==> src/rtl/trig_irq_pkg.sv <==
package trig_irq_pkg;

    localparam int DATA_W = 32;
    localparam int ADDR_W = 5;

    // control register slots, each owning a set/clear word pair
    localparam int NCTL      = 7;
    localparam int CTL_CFG0  = 0;
    localparam int CTL_CFG1  = 1;
    localparam int CTL_CFG2  = 2;
    localparam int CTL_SRC   = 3;
    localparam int CTL_ROUTE = 4;
    localparam int CTL_WAKE  = 5;
    localparam int CTL_MASK  = 6;

    localparam logic [ADDR_W-1:0] A_RISE  = 5'd14;
    localparam logic [ADDR_W-1:0] A_FALL  = 5'd15;
    localparam logic [ADDR_W-1:0] A_TEST  = 5'd16;
    localparam logic [ADDR_W-1:0] A_STAT0 = 5'd17;
    localparam logic [ADDR_W-1:0] A_STAT1 = 5'd18;

    typedef struct packed {
        logic rise;
        logic fall;
        logic high;
        logic low;
    } trig_sel_t;

    function automatic logic [ADDR_W-1:0] set_addr(input int idx);
        return ADDR_W'(2 * idx);
    endfunction

    function automatic logic [ADDR_W-1:0] clr_addr(input int idx);
        return ADDR_W'(2 * idx + 1);
    endfunction

    // mode word is {bit2, bit1, bit0}
    function automatic trig_sel_t decode_mode(input logic [2:0] m);
        trig_sel_t s;
        s = '0;
        case (m)
            3'b001: s.rise = 1'b1;
            3'b010: s.fall = 1'b1;
            3'b011: begin s.rise = 1'b1; s.fall = 1'b1; end
            3'b101: s.high = 1'b1;
            3'b110: s.low  = 1'b1;
            3'b111: s = '1;
            default: s = '0;
        endcase
        return s;
    endfunction

endpackage

==> src/rtl/trig_irq_regs.sv <==
module trig_irq_regs
    import trig_irq_pkg::*;
#(
    parameter int NLINES = 32
) (
    input  logic                            clk,
    input  logic                            rst_n,
    input  logic                            wr_en,
    input  logic [ADDR_W-1:0]               wr_addr,
    input  logic [NLINES-1:0]               wr_bits,
    output logic [NCTL-1:0][NLINES-1:0]     ctl,
    output logic [NLINES-1:0]               test_bits
);

    typedef struct packed {
        logic [NCTL-1:0][NLINES-1:0] ctl;
        logic [NLINES-1:0]           test;
    } regs_t;

    regs_t r_d, r_q;

    always_comb begin
        r_d = r_q;
        if (wr_en) begin
            for (int i = 0; i < NCTL; i++) begin
                if (wr_addr == set_addr(i)) begin
                    r_d.ctl[i] = r_q.ctl[i] | wr_bits;
                end else if (wr_addr == clr_addr(i)) begin
                    r_d.ctl[i] = r_q.ctl[i] & ~wr_bits;
                end
            end
            if (wr_addr == A_TEST) begin
                r_d.test = wr_bits;
            end
        end
    end

    always_ff @(posedge clk or negedge rst_n) begin
        if (!rst_n) begin
            r_q <= '0;
        end else begin
            r_q <= r_d;
        end
    end

    assign ctl       = r_q.ctl;
    assign test_bits = r_q.test;

endmodule

==> src/rtl/trig_irq_detect.sv <==
module trig_irq_detect
    import trig_irq_pkg::*;
#(
    parameter int NLINES = 32
) (
    input  logic              clk,
    input  logic              rst_n,
    input  logic [NLINES-1:0] irq_in,
    input  logic [NLINES-1:0] test_bits,
    input  logic [NLINES-1:0] src_sel,
    input  logic [NLINES-1:0] cfg0,
    input  logic [NLINES-1:0] cfg1,
    input  logic [NLINES-1:0] cfg2,
    input  logic [NLINES-1:0] rise_clr,
    input  logic [NLINES-1:0] fall_clr,
    output logic [NLINES-1:0] active,
    output logic [NLINES-1:0] rise_cap,
    output logic [NLINES-1:0] fall_cap
);

    logic [NLINES-1:0] en_rise, en_fall, en_high, en_low;

    for (genvar g = 0; g < NLINES; g++) begin : g_mode
        trig_sel_t sel;
        assign sel        = decode_mode({cfg2[g], cfg1[g], cfg0[g]});
        assign en_rise[g] = sel.rise;
        assign en_fall[g] = sel.fall;
        assign en_high[g] = sel.high;
        assign en_low[g]  = sel.low;
    end

    typedef struct packed {
        logic [NLINES-1:0] sync1;
        logic [NLINES-1:0] sync2;
        logic [NLINES-1:0] prev;
        logic [NLINES-1:0] rise;
        logic [NLINES-1:0] fall;
    } det_t;

    det_t d_d, d_q;

    always_comb begin
        d_d       = d_q;
        d_d.sync1 = (src_sel & irq_in) | (~src_sel & test_bits);
        d_d.sync2 = d_q.sync1;
        d_d.prev  = d_q.sync2;
        // a new edge wins over a clear in the same cycle
        d_d.rise  = (d_q.rise & ~rise_clr) | (d_q.sync2 & ~d_q.prev & en_rise);
        d_d.fall  = (d_q.fall & ~fall_clr) | (~d_q.sync2 & d_q.prev & en_fall);
    end

    always_ff @(posedge clk or negedge rst_n) begin
        if (!rst_n) begin
            d_q <= '0;
        end else begin
            d_q <= d_d;
        end
    end

    assign active   = (d_q.rise & en_rise) | (d_q.fall & en_fall)
                    | (d_q.sync2 & en_high) | (~d_q.sync2 & en_low);
    assign rise_cap = d_q.rise;
    assign fall_cap = d_q.fall;

endmodule

==> src/rtl/trig_irq_ctrl.sv <==
module trig_irq_ctrl
    import trig_irq_pkg::*;
#(
    parameter int NLINES = 32
) (
    input  logic              clk,
    input  logic              rst_n,
    input  logic [NLINES-1:0] irq_in,
    input  logic              bus_en,
    input  logic              bus_we,
    input  logic [4:0]        bus_addr,
    input  logic [31:0]       bus_wdata,
    output logic [31:0]       bus_rdata,
    output logic              irq_req0,
    output logic              irq_req1,
    output logic              wake_out
);

    logic                        wr_en;
    logic [NLINES-1:0]           wr_bits;
    logic [NCTL-1:0][NLINES-1:0] ctl;
    logic [NLINES-1:0]           test_bits;
    logic [NLINES-1:0]           mask_vec, wake_vec, route_vec;
    logic [NLINES-1:0]           rise_clr, fall_clr;
    logic [NLINES-1:0]           active, rise_vec, fall_vec;

    assign wr_en     = bus_en & bus_we;
    assign wr_bits   = bus_wdata[NLINES-1:0];
    assign mask_vec  = ctl[CTL_MASK];
    assign wake_vec  = ctl[CTL_WAKE];
    assign route_vec = ctl[CTL_ROUTE];
    assign rise_clr  = (wr_en && bus_addr == A_RISE) ? wr_bits : '0;
    assign fall_clr  = (wr_en && bus_addr == A_FALL) ? wr_bits : '0;

    trig_irq_regs #(.NLINES(NLINES)) u_regs (
        .clk       (clk),
        .rst_n     (rst_n),
        .wr_en     (wr_en),
        .wr_addr   (bus_addr),
        .wr_bits   (wr_bits),
        .ctl       (ctl),
        .test_bits (test_bits)
    );

    trig_irq_detect #(.NLINES(NLINES)) u_detect (
        .clk       (clk),
        .rst_n     (rst_n),
        .irq_in    (irq_in),
        .test_bits (test_bits),
        .src_sel   (ctl[CTL_SRC]),
        .cfg0      (ctl[CTL_CFG0]),
        .cfg1      (ctl[CTL_CFG1]),
        .cfg2      (ctl[CTL_CFG2]),
        .rise_clr  (rise_clr),
        .fall_clr  (fall_clr),
        .active    (active),
        .rise_cap  (rise_vec),
        .fall_cap  (fall_vec)
    );

    typedef struct packed {
        logic [NLINES-1:0] stat0;
        logic [NLINES-1:0] stat1;
        logic              wake;
    } out_t;

    out_t o_d, o_q;
    logic [NLINES-1:0] pend;

    always_comb begin
        pend       = active & mask_vec;
        o_d        = o_q;
        o_d.stat0  = pend & route_vec;
        o_d.stat1  = pend & ~route_vec;
        o_d.wake   = |(active & wake_vec);
    end

    always_ff @(posedge clk or negedge rst_n) begin
        if (!rst_n) begin
            o_q <= '0;
        end else begin
            o_q <= o_d;
        end
    end

    assign irq_req0 = |o_q.stat0;
    assign irq_req1 = |o_q.stat1;
    assign wake_out = o_q.wake;

    always_comb begin
        bus_rdata = '0;
        for (int i = 0; i < NCTL; i++) begin
            if (bus_addr == set_addr(i) || bus_addr == clr_addr(i)) begin
                bus_rdata[NLINES-1:0] = ctl[i];
            end
        end
        case (bus_addr)
            A_RISE:  bus_rdata[NLINES-1:0] = rise_vec;
            A_FALL:  bus_rdata[NLINES-1:0] = fall_vec;
            A_TEST:  bus_rdata[NLINES-1:0] = test_bits;
            A_STAT0: bus_rdata[NLINES-1:0] = o_q.stat0;
            A_STAT1: bus_rdata[NLINES-1:0] = o_q.stat1;
            default: ;
        endcase
    end

endmodule

==> config.mk <==
export PLATFORM = sky130hd
export DESIGN_NAME = trig_irq_ctrl
export DESIGN_NICKNAME = d
export VERILOG_FILES = /design/src/rtl/trig_irq_pkg.sv /design/src/rtl/trig_irq_regs.sv /design/src/rtl/trig_irq_detect.sv /design/src/rtl/trig_irq_ctrl.sv
export SDC_FILE = /design/constraint.sdc
export NUM_CORES = 1
export LEC_CHECK = 0
export BUFFER_PORTS_ARGS = -buffer_cell sky130_fd_sc_hd__buf_2
export CAP_MARGIN = 30
export CORE_MARGIN = 3
export CORE_UTILIZATION = 42
export DETAILED_ROUTE_END_ITERATION = 10
export MAX_ROUTING_LAYER = met4
export PLACE_DENSITY = 0.66
export SYNTH_ARGS = -nofsm -noshare
export SYNTH_HDL_FRONTEND = slang
export SYNTH_SLANG_ARGS = --single-unit
==> constraint.sdc <==
create_clock -name clk -period 4.5 [get_ports clk]
set_clock_uncertainty 0.05 [all_clocks]
set_input_delay 0.675 -clock clk [delete_from_list [all_inputs] [get_ports clk]]
set_output_delay 0.675 -clock clk [all_outputs]
set_load 0.01 [all_outputs]
==> run_results.csv, run 1 <==
group,metric,value,unit
run_status,status,"finished, final reports clean",
pwr,power.density,474,nW/µm²
clocking,cts_sinks,481,
detailed_routing,drtAntennaViolNets,0,
detailed_routing,drcViolationCount,0,
clocking,root_buffer,"clkbuf_16",
global_route,first_global_vias,17300,
final_layout,area_growth,14.9,%
sta,slew_headroom,31.3,%
clocking,hold_buffers,0,
placed_design,place_area,23900,µm²
worst_setup_path,slowest_stage,"nand3b_1",
final_layout,nNetsFinal,2280,
clocking,clk_latency,0.60,ns
clocking,htreeDepth,2,
synthesis,synth_flop_cell,"dfrtp_1",
sta,rsz0062_at_grt,"no",
floorplanning,fp.dieArea,56200,µm²
pwr,p_comb_share,15.6,%
pwr,vdd_drop_max,300,µV
worst_setup_path,cp_max_fo,17,
placed_design,dpl.hpwl,45.1,mm
floorplanning,start_util,42.5,%
placed_design,port_buffers,107,
pwr,swShare,29.3,%
pwr,switching_power,3.58,mW
clocking,cts.repair.resized,0,
pwr,p_leak,12.2,nW
sta,worst-slew-pin-transition,1.03,ns
synthesis,synth.cell_area,22400,µm²
sta,holdWs,0.175,ns
synthesis,synth_fp_nets,2217,
sta,finalSetupTns,0,ns
pwr,power.share.clock,37.7,%
floorplanning,pin_count,108,
global_route,grt_pass1_wl,106,mm
global_route,track_usage,25.4,%
synthesis,synth_area_leaders,"dfrtp_1, mux2i_1, nand2_1",
sta,setup_viol,0,
worst_setup_path,crit_top_cell,"buf_2",
clocking,cts_tree,"done",
final_layout,finalInstanceArea,25800,µm²
sta,fmax,0.262,GHz
final_layout,drive_above_1_share,16.5,%
worst_setup_path,startpoint_type,"input port",
pwr,total_power,12.2,mW
pwr,p_int,8.63,mW
synthesis,synth_edf_count,0,
clocking,clk_pin_slew,0.06,ns
worst_setup_path,crit_buf_inv,3,
clocking,cts_made_buffers,50,
worst_setup_path,crit_arrival,3.09,ns
job,cap_violations,0,
global_route,grt-ovfl-total,0,
pwr,sequentialPowerShare,46.7,%
detailed_routing,drt-total-wl,70.3,mm
worst_setup_path,cp-end-kind,"primary output",
sta,fin_crit,3.81,ns
synthesis,synthArstFlopShare,100,%
hold_path,hp-class,"in -> async",
synthesis,seq_area_frac_synth,53.6,%
final_layout,num-fill-cells,4810,
floorplanning,die_h,237,µm
floorplanning,coreArea,52800,µm²
global_route,grt_antenna_before_repair,4,
sta,timing.final.crit_share,84.7,%
synthesis,synth_top_cell_by_area,"dfrtp_1",
detailed_routing,routed_via_density,6.08,
synthesis,yosysTopAreaCellShare,53.6,%
synthesis,yosysMostFrequentCell,"dfrtp_1",
global_route,grt_max_degree,121,
synthesis,ys_seq_elements,481,
detailed_routing,drt-wirelength-per-cell,23.9,µm
synthesis,synth_area_per_cell,10.5,µm²
placed_design,routabilityCongestion,0.877,
sta,hold_violations,0,
floorplanning,dieWidth,237,µm
synthesis,synth_cells,2144,
detailed_routing,vias,17900,
worst_setup_path,cp_cell_sequence,"buf_2 -> nor2_1 -> nand3b_1 -> buf_4 -> o22ai_1 -> a211oi_1 -> a31oi_1 -> buf_2",
floorplanning,rows,84,
synthesis,ys_top_cells_by_count,"dfrtp_1, nand2_1, mux2i_1",
worst_setup_path,crit_required,3.77,ns
clocking,cts_setup_buffers,0,
detailed_routing,first_iter_violations,1953,
synthesis,ys.warnings.count,0,
synthesis,ys_types,46,
clocking,clockBufferDepth,3,
sta,slew_violations,0,
worst_setup_path,critical-path-top-delay-family,"buffers and inverters",
detailed_routing,detail_route.first_pass.iterations,8,
worst_setup_path,critPathKind,"in -> out",
worst_setup_path,max_stage_delay,0.51,ns
==> power groups by stage <==
stage | Combinational (mW) | Sequential (mW) | Clock (mW)
3_5_place_dp | 1.89 | 5.74 | 0
4_1_cts | 1.90 | 5.68 | 4.66
6_report | 1.91 | 5.70 | 4.60
2_1_floorplan | 1.29 | 5.48 | 0
5_1_grt | 2.09 | 5.79 | 4.85
3_3_place_gp | 1.83 | 5.71 | 0
==> placed cells by master (no fill, tap or decap), types with 5 or more instances in the layout <==
master     instances
o2bb2ai_1         31
nor2b_1           27
or2_2             22
nor3_2             6
o211ai_1          10
o2111ai_1          8
a22o_1            34
a211oi_1          34
o21ai_0           44
a21oi_1           93
nor4_4             5
a31oi_1          116
nand2b_1          36
a221oi_1          33
nor3_1            16
dfrtp_1          481
buf_4             42
mux2_1            13
buf_2            105
inv_1            172
clkbuf_16         53
clkbuf_8          17
mux2_2            78
a222oi_1          32
o22ai_1           34
nor2_1            52
nor4_1            19
o31ai_1           29
nand2_1          275
bufinv_16          7
nand3_1           36
mux2i_1          201
clkinv_2          11
a32oi_1            8
a32o_1            12
buf_12            11
nand4_1            9
==> final cells by class <==
type | instances | area, µm² | area share, %
Tap cell | 688 | 861 | 3.34
Sequential cell | 481 | 12000 | 46.7
Clock buffer | 73 | 1570 | 6.10
Clock inverter | 21 | 289 | 1.12
Multi-Input combinational cell | 1342 | 9280 | 36.0
Timing Repair Buffer | 160 | 1090 | 4.23
Inverter | 172 | 646 | 2.50
Antenna cell | 4 | 10.0 | 0.0388
==> worst register-to-register path: cells and delay by family, from the launching register on <==
kind	cells	cell delay [ns]
muxes	1	0.35
AOI/OAI and AO/OA	2	0.76
DFF	1	0.42
and+or+nand+nor	2	0.59
==> logic make-up (layout without fill, tap and decap cells) <==
family                 count (synthesis)  in the layout  synth area share [%]
muxes                                292            292                  13.5
and+or+nand+nor                      515            515                  10.6
DFF                                  481            481                  53.6
other                                  0              4                     0
buffers and inverters                321            426                  5.54
AOI/OAI and AO/OA                    535            535                  16.7
==> final timing paths <==
check | endpoint | slack (ns) | cells past startpoint | start
hold / removal | u_detect.rise_cap[24] | 0.17 | 1 | rst_n
max in group asynchronous | asynchronous set/reset pin | 3.03 | 2 | rst_n
hold reg to reg | u_detect.d_d[68] | 0.30 | 0 | u_detect.d_d[100]
setup / recovery | bus_rdata[31] | 0.69 | 8 | bus_addr[3]
min in group clk | u_detect.d_d[118] | 0.26 | 2 | irq_in[22]
setup reg to reg | wake_out | 2.11 | 5 | register
==> per-stage QoR <==
| step | utilization (%) | cells | worst slack, ns |
|---|---|---|---|
| 3_5_place_dp | 45.3 | 2843 | 0.755 |
| 6_report | 48.9 | 2941 | 0.690 |
| 2_1_floorplan | - | 2144 | 1.75 |
| 4_1_cts | 48.8 | 2937 | 0.707 |
| 5_1_grt | 48.9 | 2941 | 0.582 |
| 3_3_place_gp | 45.3 | 2843 | 0.788 |
==> per-layer routing <==
metal | GRT usage (%) | part of all wire [%] | vias to the layer above | wire length [µm]
met5 | - | 0 | - | 0
met4 | 9.88 | 3.8 | 0 | 2680
met3 | 4.50 | 8.2 | 196 | 5780
met2 | 38.4 | 46 | 890 | 32100
met1 | 34.3 | 42 | 8966 | 29800
li1 | - | - | 7836 | -
(Power assumes the default switching activity.)
==> inputs of run 2 (changes only) <==
- clock period: 4.5 -> 3.62 ns (I/O delays scaled with it)
==> run_results.csv, run 2 (synthesis gave the netlist of run 1 again) <==
group,metric,value,unit
run_status,status,"finished, final reports clean",
sta,setup_viol,0,
detailed_routing,vias,18000,
pwr,sequentialPowerShare,48.3,%
sta,timing.final.crit_share,93.4,%
hold_path,whs_path_depth,2,
pwr,power.share.clock,35.3,%
worst_setup_path,r2r_cells,5,
worst_setup_path,startpoint_type,"register",
sta,finalSetupTns,0,ns
final_layout,num-fill-cells,4757,
pwr,total_power,14.7,mW
detailed_routing,first_iter_violations,2136,
sta,fin_crit,3.38,ns
floorplanning,coreArea,52800,µm²
detailed_routing,drt-total-wl,70.4,mm
final_layout,nNetsFinal,2296,
final_layout,drive_above_1_share,16.5,%
clocking,cts_made_buffers,52,
detailed_routing,routed_via_density,6.10,
worst_setup_path,regToRegSetupSlack,1.48,ns
detailed_routing,detail_route.first_pass.iterations,6,
clocking,clk_latency,0.59,ns
worst_setup_path,reg2reg_to,"wake_out",
clocking,root_buffer,"clkbuf_16",
worst_setup_path,crit_required,3.03,ns
floorplanning,rows,84,
placed_design,routabilityCongestion,0.891,
floorplanning,pin_count,108,
final_layout,multi_input_area,9280,µm²
floorplanning,start_util,42.5,%
pwr,power.density,570,nW/µm²
placed_design,dpl.hpwl,45.8,mm
floorplanning,dieWidth,237,µm
final_layout,area_growth,14.7,%
global_route,first_global_vias,17500,
global_route,grt_max_degree,90,
global_route,grt_antenna_before_repair,3,
sta,slew_violations,0,
worst_setup_path,max_stage_delay,0.83,ns
final_layout,seq_area,12000,µm²
hold_path,holdPathEnd,"u_detect.d_d[125]",
worst_setup_path,critical-path-top-delay-family,"simple AND/OR/NAND/NOR gates",
pwr,vdd_drop_max,343,µV
pwr,p_comb_share,16.4,%
detailed_routing,drtAntennaViolNets,0,
sta,worst-slew-pin-transition,0.978,ns
global_route,grt_pass1_wl,108,mm
pwr,p_int,10.2,mW
sta,fmax,0.296,GHz
clocking,clockBufferDepth,3,
sta,hold_violations,0,
clocking,clk_pin_slew,0.06,ns
pwr,swShare,30.1,%
final_layout,layout_commonest_cell,"dfrtp_1",
placed_design,port_buffers,107,
pwr,switching_power,4.42,mW
floorplanning,fp.dieArea,56200,µm²
hold_path,hp-start,"irq_in[29]",
detailed_routing,drcViolationCount,0,
worst_setup_path,crit_arrival,2.79,ns
hold_path,hp-class,"in -> reg",
sta,slew_headroom,34.2,%
worst_setup_path,cp-end-kind,"primary output",
pwr,p_leak,12.2,nW
worst_setup_path,cp_max_fo,2,
worst_setup_path,cp_cell_sequence,"nor4_1 -> nand4_1 -> or2_2 -> buf_2",
worst_setup_path,slowest_stage,"nor4_1",
clocking,cts_tree,"done",
floorplanning,die_h,237,µm
global_route,grt-ovfl-total,0,
worst_setup_path,critPathKind,"reg -> out",
sta,rsz0062_at_grt,"no",
global_route,track_usage,25.5,%
detailed_routing,drt-wirelength-per-cell,23.9,µm
final_layout,mostFrequentLayoutCells,"dfrtp_1, nand2_1, mux2i_1",
job,cap_violations,0,
clocking,htreeDepth,2,
worst_setup_path,crit_buf_inv,1,
clocking,cts_sinks,481,
-- run 2: cell count changes in the layout (fill, tap and decap cells not counted), sizes merged --
cell / change
clkbuf: +1
clkinvlp: -1
dlygate4sd3: +1
clkinv: +1
buf: +13
inv: -1
bufinv: -6
diode: -1
-- run 2: how the worst max path moves through the flow --
stage,cells past startpoint,start,to
after global routing,4,o_q[36],irq_req0
after floorplan,7,bus_addr[4],bus_rdata[10]
after detailed placement,8,bus_addr[4],bus_rdata[5]
after global placement,8,bus_addr[4],bus_rdata[28]
after CTS,4,o_q[36],irq_req0
final,4,o_q[36],irq_req0
-- run 2: repair_timing --
action / in CTS / in global routing
setup endpoints to repair: 0 / 0
setup buffers: 0 / 0
gates resized for setup: 0 / 0
hold buffers: 1 / 0
endpoints found under the hold margin: 68 / 0
-- run 2: routing by layer --
layer	GRT usage [%]	vias to the layer above	wire (µm)
li1	-	7889	-
met1	35.4	9092	29800
met2	38.0	854	31800
met3	4.99	159	6450
met4	8.37	0	2280
met5	-	-	0
-- run 2: metrics by stage --
step,hold slack [ns],utilization (%),worst slack [ns],area [µm²],std cells
5_1_grt,0.122,48.8,0.276,25700,2947
3_5_place_dp,0.286,45.7,0.649,24100,2856
2_1_floorplan,0.197,-,1.13,22400,2144
4_1_cts,0.116,48.8,0.281,25700,2945
3_3_place_gp,0.282,45.7,0.657,24100,2856
6_report,0.140,48.8,0.237,25700,2948
-- run 2: layout make-up --
type                            count  area share, %
Sequential cell                   481           46.7
Multi-Input combinational cell   1342           36.0
Clock buffer                       74           6.00
Timing Repair Buffer              174           4.95
Tap cell                          688           3.34
Inverter                          172           2.51
Clock inverter                     14          0.394
Antenna cell                        3         0.0292
-- run 2: power by group through the flow --
stage / Sequential [mW] / Clock (mW) / Combinational (mW)
after floorplan: 6.82 / 0 / 1.60
after global placement: 7.10 / 0 / 2.30
after detailed placement: 7.15 / 0 / 2.38
after CTS: 7.06 / 5.25 / 2.39
after global routing: 7.19 / 5.46 / 2.64
final: 7.09 / 5.18 / 2.40
-- run 2: worst register-to-register path, stage by stage, from the launching register on --
cell	delay (ns)
dfrtp_1	0.47
mux2_2	0.36
a32oi_1	0.41
o22ai_1	0.28
nor4_1	0.30
nand4_1	0.13
